[config.mk]
export PLATFORM = sky130hd
export DESIGN_NAME = mm_usec_timer
export DESIGN_NICKNAME = d
export VERILOG_FILES = /design/src/rtl/mmt_pkg.sv /design/src/rtl/mmt_tick_div.sv /design/src/rtl/mmt_counter.sv /design/src/rtl/mm_usec_timer.sv
export SDC_FILE = /design/constraint.sdc
export NUM_CORES = 1
export LEC_CHECK = 0
export BUFFER_PORTS_ARGS = -buffer_cell sky130_fd_sc_hd__buf_4
export CAP_MARGIN = 15
export CORE_MARGIN = 3
export CORE_UTILIZATION = 25
export CTS_BUF_LIST = sky130_fd_sc_hd__clkbuf_4 sky130_fd_sc_hd__clkbuf_8
export DETAILED_ROUTE_END_ITERATION = 16
export GPL_ROUTABILITY_DRIVEN = 0
export GPL_TIMING_DRIVEN = 1
export HOLD_SLACK_MARGIN = 0.15
export SYNTH_ARGS = -nofsm -noshare
export SYNTH_HDL_FRONTEND = slang
export SYNTH_SLANG_ARGS = --single-unit
[constraint.sdc]
create_clock -name clk_i -period 3.72 [get_ports clk_i]
set_clock_uncertainty 0.2 [all_clocks]
set_input_delay 0.558 -clock clk_i [delete_from_list [all_inputs] [get_ports clk_i]]
set_output_delay 0.558 -clock clk_i [all_outputs]
set_load 0.1 [all_outputs]
[src/rtl/mmt_pkg.sv]
package mmt_pkg;
  localparam int ADDR_W    = 3;
  localparam int ADDR_CNT0 = 1;
  localparam int CTL_HOLD  = 1;
  localparam int CTL_FAST  = 2;
  localparam int CTL_IEN   = 3;
endpackage

[src/rtl/mmt_tick_div.sv]
module mmt_tick_div #(
  parameter int DIV_NUM = 3072,
  parameter int DIV_DEN = 125
) (
  input  logic clk_i,
  input  logic rst_ni,
  output logic tick_o
);
  localparam int AW = $clog2(DIV_NUM + DIV_DEN);

  logic [AW-1:0] acc_q, sum;

  assign sum    = acc_q + AW'(DIV_DEN);
  assign tick_o = (sum >= AW'(DIV_NUM));

  always_ff @(posedge clk_i or negedge rst_ni) begin
    if (!rst_ni)     acc_q <= '0;
    else if (tick_o) acc_q <= sum - AW'(DIV_NUM);
    else             acc_q <= sum;
  end
endmodule

[src/rtl/mmt_counter.sv]
module mmt_counter #(
  parameter int CNT_W = 20,
  parameter int NLANE = (CNT_W + 7) / 8
) (
  input  logic             clk_i,
  input  logic             rst_ni,
  input  logic             step_i,
  input  logic             hold_i,
  input  logic [NLANE-1:0] ld_en_i,
  input  logic [7:0]       ld_data_i,
  output logic [CNT_W-1:0] cnt_o,
  output logic             wrap_o
);
  logic [CNT_W-1:0] cnt_q, inc, ld_mask, ld_val, nxt;

  for (genvar k = 0; k < NLANE; k++) begin : g_lane
    localparam int LO = 8 * k;
    localparam int HI = (8 * k + 8 > CNT_W) ? CNT_W - 1 : 8 * k + 7;
    assign ld_mask[HI:LO] = {(HI - LO + 1){ld_en_i[k]}};
    assign ld_val[HI:LO]  = ld_data_i[HI-LO:0];
  end

  assign inc = step_i ? cnt_q + CNT_W'(1) : cnt_q;
  assign nxt = (inc & ~ld_mask) | (ld_val & ld_mask);

  always_ff @(posedge clk_i or negedge rst_ni) begin
    if (!rst_ni)     cnt_q <= '0;
    else if (hold_i) cnt_q <= '0;
    else             cnt_q <= nxt;
  end

  assign wrap_o = step_i & ~hold_i & ~(|ld_en_i) & (&cnt_q);
  assign cnt_o  = cnt_q;
endmodule

[src/rtl/mm_usec_timer.sv]
module mm_usec_timer
  import mmt_pkg::*;
#(
  parameter int CNT_W   = 20,
  parameter int DIV_NUM = 3072,
  parameter int DIV_DEN = 125
) (
  input  logic              clk_i,
  input  logic              rst_ni,
  input  logic              wr_i,
  input  logic              rd_i,
  input  logic [ADDR_W-1:0] addr_i,
  input  logic [7:0]        wdata_i,
  output logic [7:0]        rdata_o,
  output logic              irq_o
);
  localparam int NLANE     = (CNT_W + 7) / 8;
  localparam int ADDR_CTL  = ADDR_CNT0 + NLANE;
  localparam int ADDR_STAT = ADDR_CTL + 1;

  logic             tick, step, wrap, ld_any, clr_req;
  logic [CNT_W-1:0] cnt;
  logic [NLANE-1:0] ld_en;
  logic [3:1]       ctrl_q;
  logic             stat_q;
  logic [CNT_W-9:0] shadow_q;
  logic [NLANE*8-1:0] rd_vec;

  mmt_tick_div #(.DIV_NUM(DIV_NUM), .DIV_DEN(DIV_DEN)) i_div (
    .clk_i, .rst_ni, .tick_o(tick)
  );

  for (genvar k = 0; k < NLANE; k++) begin : g_ld
    assign ld_en[k] = wr_i && (addr_i == ADDR_W'(ADDR_CNT0 + k));
  end
  assign ld_any  = |ld_en;
  assign step    = ctrl_q[CTL_FAST] | tick;
  assign clr_req = wr_i && (addr_i == ADDR_W'(ADDR_STAT)) && wdata_i[0];

  mmt_counter #(.CNT_W(CNT_W), .NLANE(NLANE)) i_cnt (
    .clk_i, .rst_ni,
    .step_i(step), .hold_i(ctrl_q[CTL_HOLD]),
    .ld_en_i(ld_en), .ld_data_i(wdata_i),
    .cnt_o(cnt), .wrap_o(wrap)
  );

  always_ff @(posedge clk_i or negedge rst_ni) begin
    if (!rst_ni) begin
      ctrl_q   <= '0;
      stat_q   <= 1'b0;
      shadow_q <= '0;
    end else begin
      if (wr_i && addr_i == ADDR_W'(ADDR_CTL)) ctrl_q <= wdata_i[3:1];
      if (wrap)         stat_q <= 1'b1;   // set wins over clear
      else if (clr_req) stat_q <= 1'b0;
      if (rd_i && addr_i == ADDR_W'(ADDR_CNT0)) shadow_q <= cnt[CNT_W-1:8];
    end
  end

  always_comb begin
    rd_vec = '0;
    rd_vec[CNT_W-1:0] = {shadow_q, cnt[7:0]};
  end

  always_comb begin
    rdata_o = '0;
    if (addr_i == ADDR_W'(ADDR_CTL))       rdata_o = {4'b0, ctrl_q, 1'b0};
    else if (addr_i == ADDR_W'(ADDR_STAT)) rdata_o = {7'b0, stat_q};
    else begin
      for (int k = 0; k < NLANE; k++)
        if (addr_i == ADDR_W'(ADDR_CNT0 + k)) rdata_o = rd_vec[8*k +: 8];
    end
  end

  assign irq_o = stat_q & ctrl_q[CTL_IEN];
endmodule

# After elaboration in Yosys (flattened, before gate mapping)
# Index checks and enable logic that the tools add are counted.
word_totals:
  ff_bits: 48
  input_bits: 15
  output_inout_bits: 9
  word_cells: 45
classes:
  addsub: 3
  order_cmp: 1
  eq_ne: 5
  mux: 10
  n_bitwise: 11
  n_reduce_logical: 10
ops:
  columns: ["cell", "n"]
  rows:
  - ["20-bit AND", 2]
  - ["20-bit two-way mux", 2]
  - ["8-bit two-way mux", 5]
  - ["20-bit by 1-bit adder with 20-bit output, second input constant", 1]
  - ["20-bit inverter", 1]
  - ["20-bit OR", 1]
  - ["20-bit AND reduction", 1]
  - ["12-bit by 7-bit adder with 12-bit output, second input constant", 1]
  - ["12-bit greater-or-equal comparator, second input constant", 1]
  - ["12-bit two-way mux", 1]
  - ["12-bit subtractor, second input constant", 1]
  - ["1-bit logical AND", 7]
  - ["3-bit by 2-bit == test with 1-bit output, second input constant", 2]
  - ["3-bit == test, second input constant", 2]
  - ["1-bit AND", 4]
  - ["3-bit by 1-bit == test with 1-bit output, second input constant", 1]
  - ["3-bit OR reduction", 1]
  - ["1-bit two-way mux", 2]
  - ["1-bit inverter", 2]
  - ["2-bit nonzero test", 1]
  - ["1-bit OR", 1]

# Depth between registers and ports, before layout
depth:
  ltp_word: 7
  ltp_mapped: 11

# Cells and area by module
# From an unflattened synthesis, not the netlist that was laid out.
hier_totals:
  cells_unflattened: 260
  hier_area_um2: 2777.7
modules_own_cells:
  columns: ["mod", "instances", "cells_per_inst", "area_per_inst_um2", "seq_area_each_um2"]
  rows:
  - ["mmt_counter", 1, 141, 1288.7, 500.5]
  - ["mm_usec_timer", 1, 72, 914.6, 400.4]
  - ["mmt_tick_div", 1, 47, 574.3, 300.3]

# Worst setup path before layout
# Ideal clock, no wire load.
synth_path:
  kind: "input port to output port"
  start: "in addr_i[1]"
  end: "out rdata_o[3]"
  arrival_time_ns: 2.782
  setup_slack_ns: 0.180
  path_stages: 5
  n_path_buf: 2
  path_cell_list: "clkbuf_1 -> nor2b_1 -> clkbuf_1 -> a221oi_1 -> a21oi_1"
synth_between:
  elab_chain_len: 6
  elab_cells_between_ends: 10
  cone_classes: "eq/ne: 5; mux: 5"
synth_rtl:
  columns: ["item", "line_no", "text"]
  rows:
  - ["from (decl)", "mm_usec_timer.sv:12", "input logic [ADDR_W-1:0] addr_i,"]
  - ["3-bit by 1-bit == test with 1-bit output", "mm_usec_timer.sv:71", "if (addr_i == ADDR_W'(ADDR_CNT0 + k)) rdata_o = rd_vec[8*k +: 8];"]
  - ["8-bit two-way mux (3 in a row)", "mm_usec_timer.sv:71", null]
  - ["8-bit two-way mux", "mm_usec_timer.sv:68", "else if (addr_i == ADDR_W'(ADDR_STAT)) rdata_o = {7'b0, stat_q};"]
  - ["8-bit two-way mux (*)", "mm_usec_timer.sv:67", "if (addr_i == ADDR_W'(ADDR_CTL)) rdata_o = {4'b0, ctrl_q, 1'b0};"]
  - ["to (decl)", "mm_usec_timer.sv:14", "output logic [7:0] rdata_o,"]
# Mark *: on every way between the ends. The rest lies on a longest branch, timed or not.

# Worst setup path in the final report
layout_path:
  start: "reg i_div.acc_q[3]"
  end: "reg i_cnt.cnt_q[19], in the netlist i_cnt.cnt_o[19]"
layout_between:
  elab_chain_len: 7
layout_rtl:
  columns: ["item", "line_no", "text"]
  rows:
  - ["from (decl)", "mmt_tick_div.sv:11", "logic [AW-1:0] acc_q, sum;"]
  - ["from (signal assigned)", "mmt_tick_div.sv:18", "else if (tick_o) acc_q <= sum - AW'(DIV_NUM);"]
  - ["from (signal assigned)", "mmt_tick_div.sv:19", "else acc_q <= sum;"]
  - ["12-bit by 7-bit adder with 12-bit output", "mmt_tick_div.sv:13", "assign sum = acc_q + AW'(DIV_DEN);"]
  - ["12-bit greater-or-equal comparator", "mmt_tick_div.sv:14", "assign tick_o = (sum >= AW'(DIV_NUM));"]
  - ["1-bit OR", "mm_usec_timer.sv:37", "assign step = ctrl_q[CTL_FAST] | tick;"]
  - ["20-bit two-way mux", "mmt_counter.sv:23", "assign inc = step_i ? cnt_q + CNT_W'(1) : cnt_q;"]
  - ["20-bit AND", "mmt_counter.sv:24", "assign nxt = (inc & ~ld_mask) | (ld_val & ld_mask);"]
  - ["20-bit OR", "mmt_counter.sv:24", null]
  - ["20-bit two-way mux", "mmt_counter.sv:28", "else if (hold_i) cnt_q <= '0;"]
  - ["to (signal assigned)", "mmt_counter.sv:29", "else cnt_q <= nxt;"]
  - ["to (decl)", "mmt_counter.sv:14", "logic [CNT_W-1:0] cnt_q, inc, ld_mask, ld_val, nxt;"]
# No other way between the ends.
# A chain may end at the register's enable or synchronous reset.

==> results.cfg <==
[pwr]
leakagePower_nw = 1.192
p_int_mw = 0.8132
switching_power_mw = 0.3828
ir_worst_vdd_mv = 0.1298
total_power_mw = 1.196
pwr-share-clk = 0.268
combPwrFrac = 0.181
sequentialPowerShare = 0.551
swShare = 0.3201
power_density_nw_per_um2 = 408.3

[die]
rows = 36
die_w_um = 106.8
fp.coreArea_um2 = 9819
ios = 24
die_h_um = 106.8
initial_core_util = 0.2585
die_area_um2 = 11400

[clock_network]
cts_sinks = 48
cts_buffers = 5
cts_tree = yes
clk_latency_ns = 0.30
h-tree-depth = 2
post_cts_buffers = 0
clockRootBuffer = clkbuf_8
clockBufferDepth = 2
clk_pin_slew_ns = 0.09

[placement]
hpwl_um = 4232
io_buffers = 23
preCtsSetupSlack_ns = 0.3231

[detailed_routing]
detail-route-antenna-nets = 0
wl_per_cell_um = 14.65
drc = 0
via_per_inst = 4.829
wirelength_um = 5831
vias = 1922
drt_iter0_drc = 162
drt-pass1-iter-count = 4

[worst_setup_path]
crit_required_ns = 3.73
worstSetupPathType = register to register
arrival_ns = 3.41
end_kind = register
worstPathCellList = nor4_1, a21oi_1, xor2_1, ha_1, o2111a_2, or4b_4, or4_1, a311oi_1
worstPathMaxFanout = 11
cpPeakStageDelay_ns = 0.55
cp-start-kind = register
critical-path-slowest-cell = or4b_4

[synth]
ys_top_cells_by_area = dfrtp_1 47%, mux2_1 8.4%, nor2_1 4.4%
synth_area_um2 = 2539
synth_common_cells = 48 x dfrtp_1, 30 x nor2_1, 19 x mux2_1
async_flop_share = 1.000
synth_flop_cell = dfrtp_1
syn_nets = 264
yosys.area.top_type = dfrtp_1
synth_edf_count = 0
ys_types = 43
synth_most_common_cell = dfrtp_1
yosysSeqAreaShare = 0.4731
synth_top_area_frac = 0.4731
synth.ff_latch_count = 48
yosysWarningCount = 0
syn_area_per_cell_um2 = 10.32
postSynthCellCount = 246

[final_layout]
area_delta_synth_final_pct = 15.38
nNetsFinal = 282
drive_above_1_share = 0.1396
n_antenna_cell = 0

[status]
status = finished, final reports clean

[worst_hold_path]
min_path_type = register to register

[global_routing]
antenna_found_initial = 0
track_usage = 0.1073
grt_pass1_vias = 1755
grt_max_degree = 49
grt.overflow.total = 0
grt_pass1_wl_um = 9604

[sta]
period_needed_ns = 3.398
slew_headroom = 0.4653
setup_slack_ns = 0.3218
fin_tns_setup_ns = 0
period_share = 0.9135
setup_viol = 0
rsz0062_at_grt = no
clock.fmax_mhz = 294.3
slew_viol_final = 0
fin_hold_ws_ns = 0.2903
hold_violations = 0
worst_pin_slew_ns = 0.8020

[job]
maxCapViolations = 0
-- kinds of logic (layout without fill, tap and decap cells) --
kind of cell	count (synthesis)	count (layout)	synth area share
AO/OA/AOI/OAI	53	53	0.1543
multiplexers	20	20	0.08822
XOR/XNOR	22	22	0.07590
buffers and inverters	23	42	0.03795
AND/OR/NAND/NOR	77	77	0.1557
adder cells (fa/ha/maj)	3	3	0.01479
flip-flops	48	48	0.4731
-- routing by layer --
layer  track usage  routed length (um)
met5             0                   0
met4       0.03836                  93
met3       0.02348                 324
met2        0.1403                2368
met1        0.1692                3045
-- layout by cell type, fill, tap and decap left out, drive strengths merged, types with 2 or more instances in the layout --
| cell | count |
|---|---|
| dfrtp | 48 |
| nor2 | 30 |
| buf | 25 |
| mux2 | 19 |
| xnor2 | 11 |
| xor2 | 11 |
| a211oi | 10 |
| nand3 | 9 |
| a311oi | 9 |
| o21ai | 9 |
| nand2 | 8 |
| inv | 7 |
| a21oi | 6 |
| a22oi | 6 |
| clkbuf | 6 |
| or4 | 5 |
| o31ai | 5 |
| nand4 | 4 |
| or3 | 4 |
| nor4 | 3 |
| ha | 3 |
| clkinv | 3 |
| nor2b | 2 |
| nand3b | 2 |
| and3 | 2 |
| a221oi | 2 |
| or2 | 2 |
-- through the flow --
step	std cells	utilization	area (um^2)
global placement	389	0.2878	2826
detailed placement	389	0.2878	2826
global route	398	0.2983	2929
floorplan	246	-	2539
finish	398	0.2983	2929
CTS	398	0.2983	2929
-- power groups by stage --
stage | sequential, mW | clock (mW) | combinational [mW]
finish | 0.659 | 0.321 | 0.216
CTS | 0.660 | 0.331 | 0.219
detailed placement | 0.670 | 0 | 0.217
floorplan | 0.629 | 0 | 0.173
global placement | 0.668 | 0 | 0.214
global route | 0.670 | 0.352 | 0.238
-- what timing repair did --
item	CTS	global route
hold buffers	1	0
hold endpoints to repair	48	0
gates resized for setup	0	0
-- worst paths after layout --
path	start	endpoint	slack, ns	cells past startpoint
min in group asynchronous	rst_ni	i_cnt.cnt_o[9]	0.61	2
hold / removal	i_div.acc_q[5]	i_div.acc_q[5]	0.29	1
setup reg to reg	i_div.acc_q[3]	i_cnt.cnt_o[19]	0.32	8
max in group asynchronous	rst_ni	i_cnt.cnt_o[7]	2.30	2
hold reg to reg	i_div.acc_q[5]	i_div.acc_q[5]	0.29	1
setup / recovery	i_div.acc_q[3]	i_cnt.cnt_o[19]	0.32	8
-- layout make-up --
cell class              count  area, um^2
clock inverters             2       10.01
clock buffers               6       82.58
repair buffers             26       197.7
inverters                   8       30.03
multi-input cells         175        1241
flip-flops and latches     48        1201
well taps                 133       166.4
fillers                  1043        6890
-- critical path, delay by kind of cell, from the launching register on --
kind                       cells  cell delay (ns)
and+or+nand+nor                3             1.56
adders and majority gates      1             0.24
DFF                            1             0.42
AOI/OAI and AO/OA              3             0.65
xor gates and xnor gates       1             0.24
-- registers in the layout, summed over array words and instances, names as in the netlist --
name,cells
i_cnt.cnt_o,20
i_div.acc_q,12
shadow_q,12
ctrl_q,3
stat_q,1
No activity file was read; power rests on OpenSTA's default activity.
